===== config.mk =====
export PLATFORM = sky130hd
export DESIGN_NAME = nand_rb_watchdog
export DESIGN_NICKNAME = d
export VERILOG_FILES = /design/src/rtl/nand_rb_watchdog.sv
export SDC_FILE = /design/constraint.sdc
export NUM_CORES = 1
export LEC_CHECK = 0
export BUFFER_PORTS_ARGS = -buffer_cell sky130_fd_sc_hd__buf_2
export CORE_MARGIN = 2
export CORE_UTILIZATION = 35
export DETAILED_ROUTE_END_ITERATION = 12
export PLACE_DENSITY = 0.58
export SYNTH_ARGS = -nofsm -noshare
export SYNTH_HDL_FRONTEND = slang
export SYNTH_SLANG_ARGS = --single-unit
export TNS_END_PERCENT = 1

===== constraint.sdc =====
create_clock -name clk -period 1.9 [get_ports clk]
set_input_delay 0.38 -clock clk [delete_from_list [all_inputs] [get_ports clk]]
set_output_delay 0.38 -clock clk [all_outputs]
set_load 0.01 [all_outputs]

===== src/rtl/nand_rb_watchdog.sv =====
module nand_rb_watchdog #(
  parameter int CNT_W  = 20,
  parameter int STAT_W = 8
) (
  input  logic              clk,
  input  logic              rst_n,
  input  logic              rb_n,
  input  logic              stat_strobe,
  input  logic [STAT_W-1:0] stat_byte,
  input  logic [1:0]        reg_sel,
  input  logic              reg_we,
  input  logic [31:0]       reg_wdata,
  output logic [31:0]       reg_rdata,
  output logic              irq
);
  localparam int PAD_W = 32 - STAT_W - CNT_W;
  localparam int SET_PAD_W = 32 - CNT_W;

  logic              rb_s1, rb_s2, busy_q;
  logic              busy, busy_rise;
  logic [CNT_W-1:0]  tmo, cnt;
  logic [STAT_W-1:0] stat_q;
  logic              err, ie;
  logic              expire;

  assign busy      = ~rb_s2;
  assign busy_rise = busy & ~busy_q;
  assign expire    = busy & ~busy_rise & (cnt == CNT_W'(1));
  assign irq       = err & ie;

  always_ff @(posedge clk or negedge rst_n)
    if (!rst_n) begin
      rb_s1  <= 1'b1;
      rb_s2  <= 1'b1;
      busy_q <= 1'b0;
    end else begin
      rb_s1  <= rb_n;
      rb_s2  <= rb_s1;
      busy_q <= busy;
    end

  always_ff @(posedge clk or negedge rst_n)
    if (!rst_n)
      cnt <= '0;
    else if (busy_rise)
      cnt <= tmo;
    else if (busy && cnt != '0)
      cnt <= cnt - CNT_W'(1);

  always_ff @(posedge clk or negedge rst_n)
    if (!rst_n) begin
      tmo <= '0;
      ie  <= 1'b0;
      err <= 1'b0;
    end else begin
      if (reg_we && reg_sel == 2'd0) tmo <= reg_wdata[CNT_W-1:0];
      if (reg_we && reg_sel == 2'd2) ie <= reg_wdata[1];
      if (expire)
        err <= 1'b1;
      else if (reg_we && reg_sel == 2'd2 && !reg_wdata[0])
        err <= 1'b0;
    end

  always_ff @(posedge clk or negedge rst_n)
    if (!rst_n)            stat_q <= '0;
    else if (stat_strobe)  stat_q <= stat_byte;

  always_comb
    case (reg_sel)
      2'd0:    reg_rdata = {{SET_PAD_W{1'b0}}, tmo};
      2'd1:    reg_rdata = {stat_q, {PAD_W{1'b0}}, cnt};
      2'd2:    reg_rdata = {30'b0, ie, err};
      default: reg_rdata = '0;
    endcase

  // a busy entry loads the setting, then the count steps down
  p_load_r3: assert property (@(posedge clk) disable iff (!rst_n)
    busy_rise |=> cnt == $past(tmo));
  p_step_r3: assert property (@(posedge clk) disable iff (!rst_n)
    (busy && !busy_rise && cnt != '0) |=> cnt == $past(cnt) - CNT_W'(1));
  // a zero setting keeps the count at zero
  p_zero_quiet_r2: assert property (@(posedge clk) disable iff (!rst_n)
    (busy_rise && tmo == '0) |=> cnt == '0);
  // while ready, the count holds
  p_hold_r5: assert property (@(posedge clk) disable iff (!rst_n)
    !busy |=> $stable(cnt));
  // the flag only rises from an expiry while busy
  p_err_src_r4: assert property (@(posedge clk) disable iff (!rst_n)
    $rose(err) |-> ($past(busy) && $past(cnt) == CNT_W'(1) && cnt == '0));
  // no interrupt without the flag
  p_irq_flag_r7: assert property (@(posedge clk) disable iff (!rst_n)
    irq |-> err);
  // the status byte moves only on a strobe
  p_stat_hold_r9: assert property (@(posedge clk) disable iff (!rst_n)
    !stat_strobe |=> $stable(stat_q));
endmodule


==> results.yml, run 1 <==
status:
  outcome: "completed"
drt:
  ant_nets: 0
  drtIter0Drc: 113
  drc_errors: 0
  vias_per_cell: 5.249
  wl_per_cell_um: 15.20
  vias: 2572
  wirelength_mm: 7.450
  first_pass_iters: 4
cells_and_area:
  num_antenna_cells: 0
  nNetsFinal: 431
  synthToLayoutAreaGrowth_pct: 23.32
  layout-drive-gt1-share: 0.3874
  fill_cells: 843
  fin_cells: 490
critical_path:
  cp_data_arrival_time_ns: 2.02
  critPathBufInv: 0
  path_class: "reg2reg"
  worstSetupStartpointType: "register"
  critPathMaxStageDelay_ns: 0.48
  cpMaxStageDelayCell: "dfrtp_1"
  critPathRequiredTime_ns: 2.15
  cp_top_family: "simple AND/OR/NAND/NOR gates"
  crit_start: "cnt[0]"
  reg2reg_from: "cnt[0]"
  crit_path_end_kind: "register"
  critPathMaxFanout: 7
  crit_chain: "or3_4 > nand2b_4 > or3_1 > a21oi_1 > a2bb2oi_1"
clock_network:
  clock_latency_ns: 0.31
  cts_buffer_depth: 2
  cts-root-buf: "clkbuf_8"
  cts_tree: "done"
  cts-htree-levels: 2
  numCtsBuffers: 5
  worst_setup_hold_path_clk_slew_ns: 0.10
  cts.sinks: 53
timing:
  hold_slack_ns: 0.1529
  maxSlewViolCount: 0
  hold_violations: 0
  fmax_mhz: 565.1
  setup_viol: 0
  worst_pin_slew_ns: 0.5058
  rsz0062_at_grt: "false"
  fin_setup_tns_ns: 0
  fin_skew_ns: 0.005664
  fin_crit_sh: 0.9314
  max_slew_margin: 0.6602
  final.min_clock_period_ns: 1.770
grt:
  grt_usage: 0.1643
  grt_max_degree: 31
  first_global_vias: 2586
  grt_overflow: 0
  grt_pass1_wl_mm: 12.81
  antenna_found_initial: 0
synthesis:
  synth-edff-count: 0
  synthTopCellsByArea: "dfrtp_1 42%, mux2_2 11%, mux2i_1 6.5%"
  seq_area_frac_synth: 0.4322
  synthTopCellsByCount: "51 x dfrtp_1, 35 x nor2_1, 29 x mux2_2"
  yosysUniqueCellTypes: 51
  synthCells: 304
  ys_warn_count: 0
  syn_avg_cell_area_um2: 10.11
  synth_most_common_cell: "dfrtp_1"
  synth_seq_cells: 53
  synth_top_area_cell: "dfrtp_1"
  async_flop_share: 1.000
  synth-main-ff-cell: "dfrtp_1"
  yosysTopAreaCellShare: 0.4151
  syn_area_um2: 3074
min_path:
  min-delay-start: "rb_n"
  hp-class: "in2reg"
placement:
  numPortBuffers: 63
  hpwl_mm: 5.508
  placedCellCount: 481
  gp_congestion: 0.8726
floorplan:
  die-area_um2: 9549
  initial_core_util: 0.3560
  fp.dieW_um: 97.72
  ios: 80
  core_region_area_um2: 8636
  rows: 34
  dieHeight_um: 97.72
pwr:
  p_leak_nw: 1.767
  worst_ir_drop_vdd_mv: 0.3497
  p_per_area_nw_per_um2: 892.8
  total_power_mw: 3.385
job:
  cap_violations: 0
-- placed cells by master (no fill, tap or decap), drive strengths merged, types with 2 or more instances in the layout --
master / count
a41o: 2
o32ai: 2
nor2: 37
a21oi: 25
o21ai: 17
nand2: 15
inv: 6
nor3: 8
buf: 89
ha: 3
o22ai: 7
nand4: 5
or3: 4
mux2i: 20
mux2: 29
clkbuf: 5
dfrtp: 51
nor2b: 3
nor4: 3
o31ai: 5
dfstp: 2
a2bb2oi: 3
nand2b: 4
and2: 10
a211oi: 2
conb: 4
nand3: 8
-- stage by stage --
step           utilization  setup slack (ns)  area [µm²]
2_1_floorplan            -            0.2129        3085
3_3_place_gp        0.4229            0.1950        3652
3_5_place_dp        0.4229            0.1397        3652
4_1_cts             0.4378            0.1160        3781
5_1_grt             0.4390           0.02561        3791
6_report            0.4390            0.1304        3791
-- timing repair --
action                                  4_1_cts  5_1_grt
endpoints found under the setup margin        0        2
hold endpoints to repair                      6        0
setup buffers                                 0        0
hold buffers                                  1        0
resized for setup                             0        2
-- state kept, by name, indices dropped and copies added, names as in the netlist --
| signal | cells |
|---|---|
| rb_s2 | 1 |
| rb_s1 | 1 |
| tmo | 20 |
| busy_q | 1 |
| err | 1 |
| stat_q | 8 |
| cnt | 20 |
| ie | 1 |
-- cell families after synthesis --
logic type	synth area share
AND/OR/NAND/NOR	0.1897
AO/OA/AOI/OAI	0.1445
flip-flops	0.4322
multiplexers	0.1713
buffers and inverters	0.04884
adder cells (fa/ha/maj)	0.01221
other	0.001220
-- worst register-to-register path: stages (launching register included) --
cell and delay (ns):
dfrtp_1 0.48, or3_4 0.41, nand2b_4 0.16, or3_1 0.33, a21oi_1 0.16, a2bb2oi_1 0.15
-- metal layers --
layer	GRT usage	wire [µm]
met1	0.2204	3403
met2	0.2700	3549
met3	0.03885	410
met4	0.04060	87
met5	0	0
-- layout make-up --
cell class              instances  area, µm²  share of cell area
multi-input cells             226       1619              0.4271
flip-flops and latches         53       1329              0.3505
repair buffers                 90      570.5              0.1505
well taps                     108      135.1             0.03564
clock buffers                   5      68.82             0.01815
clock inverters                 3      50.05             0.01320
inverters                       5      18.77            0.004950
-- worst paths after layout --
| kind | end | slack, ns | depth (start not counted) |
|---|---|---|---|
| worst max-delay path | cnt[9] | 0.13 | 5 |
| worst min-delay path | rb_s1 | 0.15 | 1 |
| worst max register to register | cnt[9] | 0.13 | 5 |
| worst min register to register | rb_s2 | 0.37 | 0 |
| max in group asynchronous | rb_s1 | 0.98 | 3 |
| min in group asynchronous | tmo[5] | 0.43 | 2 |
-- power by group --
| group | internal (mW) | total (mW) | switching, mW | leakage, nW |
|---|---|---|---|---|
| Clock | 0.404 | 0.812 | 0.408 | 0.0603 |
| Sequential | 1.34 | 1.55 | 0.215 | 0.626 |
| Combinational | 0.504 | 1.02 | 0.517 | 1.08 |
| Total | 2.24 | 3.38 | 1.14 | 1.77 |
Note: power is estimated with default switching activity, not from simulation.
==> inputs of run 2 (changes only) <==
--- a/config.mk
+++ b/config.mk
@@ -6,10 +6,11 @@
 export NUM_CORES = 1
 export LEC_CHECK = 0
 export BUFFER_PORTS_ARGS = -buffer_cell sky130_fd_sc_hd__buf_2
-export CORE_MARGIN = 2
+export CORE_MARGIN = 4
 export CORE_UTILIZATION = 35
 export DETAILED_ROUTE_END_ITERATION = 12
 export PLACE_DENSITY = 0.58
+export RECOVER_POWER = 50
 export SYNTH_ARGS = -nofsm -noshare
 export SYNTH_HDL_FRONTEND = slang
 export SYNTH_SLANG_ARGS = --single-unit
==> run 2 against run 1 <==
  * Combinational power about the same
  * Critical path type unchanged
  * Core utilization up 0.79 points
  * Hold slack better by 0.011 ns
  * Clock-buffer cell count up 2
  * Register-to-register slack better by 0.02 ns
==> results.yml, run 2 (same netlist as run 1, synthesis figures left out) <==
status:
  outcome: "completed"
timing:
  hold_violations: 0
  fin_crit_sh: 0.9202
  fin_skew_ns: 0.009415
  max_slew_margin: 0.1139
  final.min_clock_period_ns: 1.748
  fin_setup_tns_ns: 0
  setup_viol: 0
  maxSlewViolCount: 0
  worst_pin_slew_ns: 1.329
  fmax_mhz: 572.0
  rsz0062_at_grt: "false"
  hold_slack_ns: 0.1642
critical_path:
  critPathRequiredTime_ns: 2.12
  worstSetupStartpointType: "register"
  crit_chain: "or3_4 > nor2_8 > a41o_2 > nor3_1 > nor3_1"
  crit_top_cell: "nor3_1"
  critPathMaxStageDelay_ns: 0.46
  critPathMaxFanout: 13
  critPathBufInv: 0
  cp_data_arrival_time_ns: 1.97
  crit_path_end_kind: "register"
  cp_top_family: "simple AND/OR/NAND/NOR gates"
  cpMaxStageDelayCell: "or3_4"
  path_class: "reg2reg"
floorplan:
  ios: 80
  initial_core_util: 0.3668
  die-area_um2: 10350
  dieHeight_um: 101.7
  rows: 33
  core_region_area_um2: 8382
  fp.dieW_um: 101.7
clock_network:
  clock_latency_ns: 0.31
  post_cts_buffers: 0
  hold_buffers: 0
  post_cts_resized: 0
  cts.sinks: 53
  worst_setup_hold_path_clk_slew_ns: 0.09
  cts-htree-levels: 2
  numCtsBuffers: 5
  cts_tree: "done"
  cts-root-buf: "clkbuf_8"
  cts_buffer_depth: 2
grt:
  grt_use_met3: 0.02686
  grt_pass1_wl_mm: 12.69
  use_met2: 0.2591
  antenna_found_initial: 0
  grt_overflow: 0
  gr-usage-met1: 0.2046
  grt_max_degree: 54
  grt_usage: 0.1534
  busiest_layer: "met2"
  first_global_vias: 2593
placement:
  gp_congestion: 0.8055
  placedCellCount: 480
  numPortBuffers: 63
  hpwl_mm: 5.486
drt:
  first_pass_iters: 4
  drtIter0Drc: 110
  drc_errors: 0
  ant_nets: 0
  wl_per_cell_um: 15.49
  wirelength_mm: 7.558
  vias_per_cell: 5.189
  vias: 2532
cells_and_area:
  layout-drive-gt1-share: 0.3786
  final_common_cell: "buf_2"
  num_antenna_cells: 0
  post-route-util: 0.4469
  nNetsFinal: 432
  fin_cells: 488
  largestRegisters: "cnt (20), tmo (20), stat_q (8)"
  synthToLayoutAreaGrowth_pct: 21.86
  layout_common_cells: "63 x buf_2, 51 x dfrtp_1, 35 x nor2_1"
pwr:
  p_clk_frac: 0.240
  swShare: 0.3266
  power_frac_comb: 0.302
  seqPwrFrac: 0.458
  p_per_area_nw_per_um2: 898.3
  p_sw_mw: 1.099
  internal_power_mw: 2.266
  p_leak_nw: 1.759
  worst_ir_drop_vdd_mv: 0.3261
job:
  cap_violations: 0
min_path:
  hp-class: "in2reg"
[run 2: cell type report]
class                           count  area [µm²]
Sequential cell                    53        1329
Multi-Input combinational cell    226        1607
Tap cell                          105       131.4
Inverter                            5       18.77
Fill cell                         834        4636
Timing Repair Buffer               91       544.3
Clock buffer                        7       86.33
Clock inverter                      1       30.03
[run 2: final timing paths]
path / startpoint / end / slack, ns / cells after the start
max: cnt[11] / cnt[7] / 0.15 / 5
min: rb_n / rb_s1 / 0.16 / 1
max reg2reg: cnt[11] / cnt[7] / 0.15 / 5
min reg2reg: rb_s1 / rb_s2 / 0.37 / 0
max in group asynchronous: rst_n / tmo[11] / 0.66 / 2
min in group asynchronous: rst_n / stat_q[2] / 0.45 / 2
[run 2: through the flow]
step	power [mW]	area (µm²)	worst slack, ns
after global routing	3.589	3746	0.04874
final	3.365	3746	0.1516
after detailed placement	2.596	3651	0.1525
after global placement	2.565	3651	0.1743
after floorplan	2.185	3085	0.2129
after CTS	3.411	3767	0.1330
[run 2: layer usage]
metal | wire [µm] | part of all wire
met5 | 0 | 0
met4 | 82 | 0.011
met3 | 293 | 0.039
met2 | 3671 | 0.49
met1 | 3511 | 0.46
[run 2: power groups by stage]
stage / combinational [mW] / clock (mW) / sequential, mW
after detailed placement: 1.03 / 0 / 1.57
after CTS: 1.04 / 0.833 / 1.54
after global placement: 1.01 / 0 / 1.56
final: 1.02 / 0.807 / 1.54
after floorplan: 0.641 / 0 / 1.54
after global routing: 1.14 / 0.875 / 1.58
==> inputs of run 3 (changes only) <==
--- a/config.mk
+++ b/config.mk
@@ -10,7 +10,6 @@
 export CORE_UTILIZATION = 35
 export DETAILED_ROUTE_END_ITERATION = 12
 export PLACE_DENSITY = 0.58
-export RECOVER_POWER = 50
 export SYNTH_ARGS = -nofsm -noshare
 export SYNTH_HDL_FRONTEND = slang
 export SYNTH_SLANG_ARGS = --single-unit
==> run 3 against run 2 <==
  * Non-clock buffer count stayed put
  * Routed wire length up 0.90%
  * Final area is 0.57% higher
  * Highest routed layer unchanged
==> results.yml, run 3 (same netlist as run 1, synthesis figures left out) <==
status:
  outcome: "completed"
placement:
  dpl_worst_slack_ns: 0.1525
  hpwl_mm: 5.486
  numPortBuffers: 63
  placed_cell_area_um2: 3651
  gp_congestion: 0.8055
  placedCellCount: 480
timing:
  worst_pin_slew_ns: 0.5240
  maxSlewViolCount: 0
  final.min_clock_period_ns: 1.742
  max_slew_margin: 0.6480
  fin_setup_tns_ns: 0
  fmax_mhz: 574.0
  fin_skew_ns: 0.009557
  fin_crit_sh: 0.9169
  setup_viol: 0
  setup_ws_ns: 0.1579
  rsz0062_at_grt: "false"
  hold_violations: 0
pwr:
  p_sw_mw: 1.096
  seqPwrFrac: 0.458
  p_leak_nw: 1.768
  internal_power_mw: 2.271
  p_per_area_nw_per_um2: 893.7
  power_frac_comb: 0.304
  p_clk_frac: 0.238
  swShare: 0.3255
  worst_ir_drop_vdd_mv: 0.3264
drt:
  first_pass_iters: 4
  drc_errors: 0
  vias_per_cell: 5.230
  ant_nets: 0
  vias: 2552
  wl_per_cell_um: 15.63
  drtIter0Drc: 114
  wirelength_mm: 7.626
critical_path:
  crit_chain: "or3_4 > nor2_8 > a41o_2 > nor3_1 > nor3_1"
  crit_top_cell: "nor3_1"
  path_class: "reg2reg"
  crit_path_end_kind: "register"
  cp_data_arrival_time_ns: 1.96
  critPathMaxStageDelay_ns: 0.46
  critPathMaxFanout: 13
  cpMaxStageDelayCell: "or3_4"
  critPathRequiredTime_ns: 2.12
  critPathBufInv: 0
  worstSetupStartpointType: "register"
  cp_top_family: "simple AND/OR/NAND/NOR gates"
floorplan:
  core_region_area_um2: 8382
  rows: 33
  fp.dieW_um: 101.7
  ios: 80
  initial_core_util: 0.3668
  die-area_um2: 10350
  dieHeight_um: 101.7
clock_network:
  clock_latency_ns: 0.31
  cts_buffer_depth: 2
  cts-root-buf: "clkbuf_8"
  worst_setup_hold_path_clk_slew_ns: 0.09
  cts_tree: "done"
  post_cts_buffers: 0
  post_cts_resized: 0
  cts.sinks: 53
  cts-htree-levels: 2
  hold_buffers: 0
  numCtsBuffers: 5
grt:
  grt_use_met3: 0.02686
  grt_usage: 0.1534
  busiest_layer: "met2"
  use_met2: 0.2591
  grt_max_degree: 54
  first_global_vias: 2593
  grt_overflow: 0
  gr-usage-met1: 0.2046
  grt_pass1_wl_mm: 12.69
  antenna_found_initial: 0
job:
  cap_violations: 0
cells_and_area:
  fin_cells: 488
  layout-drive-gt1-share: 0.3864
  multi_input_area_um2: 1609
  post-route-util: 0.4495
  nNetsFinal: 432
  layout_common_cells: "63 x buf_2, 51 x dfrtp_1, 34 x nor2_1"
  fill_cells: 829
  largestRegisters: "cnt (20), tmo (20), stat_q (8)"
  fin_area_um2: 3767
  regArea_um2: 1329
  final_common_cell: "buf_2"
  num_antenna_cells: 0
  synthToLayoutAreaGrowth_pct: 22.55
min_path:
  hp-class: "in2async"
==> run 3: cell count changes in the layout (fill, tap and decap cells not counted), sizes merged <==
cell and change:
buf +2, clkbuf -2
==> run 3: area by class of cell <==
type / instances / share of cell area
Inverter: 5 / 0.004982
Multi-Input combinational cell: 226 / 0.4271
Sequential cell: 53 / 0.3527
Tap cell: 105 / 0.03487
Timing Repair Buffer: 91 / 0.1495
Clock buffer: 7 / 0.02292
Clock inverter: 1 / 0.007971
==> run 3: final timing paths <==
check	to	startpoint	depth (start not counted)	slack [ns]
setup / recovery	cnt[7]	cnt[11]	5	0.16
hold / removal	stat_q[5]	rst_n	2	0.06
setup reg to reg	cnt[7]	cnt[11]	5	0.16
hold reg to reg	rb_s2	rb_s1	0	0.36
max in group asynchronous	rb_s1	rst_n	2	1.56
min in group clk	rb_s1	rb_n	1	0.17
==> run 3: layer usage <==
layer,up-vias,wire length [µm]
li1,1250,-
met1,1233,3638
met2,61,3563
met3,8,298
met4,0,125
met5,-,0
==> run 3: power groups by stage <==
stage,clock (mW),combinational [mW],sequential (mW)
after floorplan,0,0.641,1.54
after global placement,0,1.01,1.56
after detailed placement,0,1.03,1.57
after CTS,0.833,1.04,1.54
after global routing,0.875,1.14,1.58
final,0.801,1.02,1.54
==> run 3: metrics by stage <==
stage / hold slack (ns) / power (mW)
after global placement: 0.3472 / 2.565
after floorplan: 0.08441 / 2.185
after detailed placement: 0.3478 / 2.596
after global routing: 0.06882 / 3.596
final: 0.05597 / 3.367
after CTS: 0.06743 / 3.411
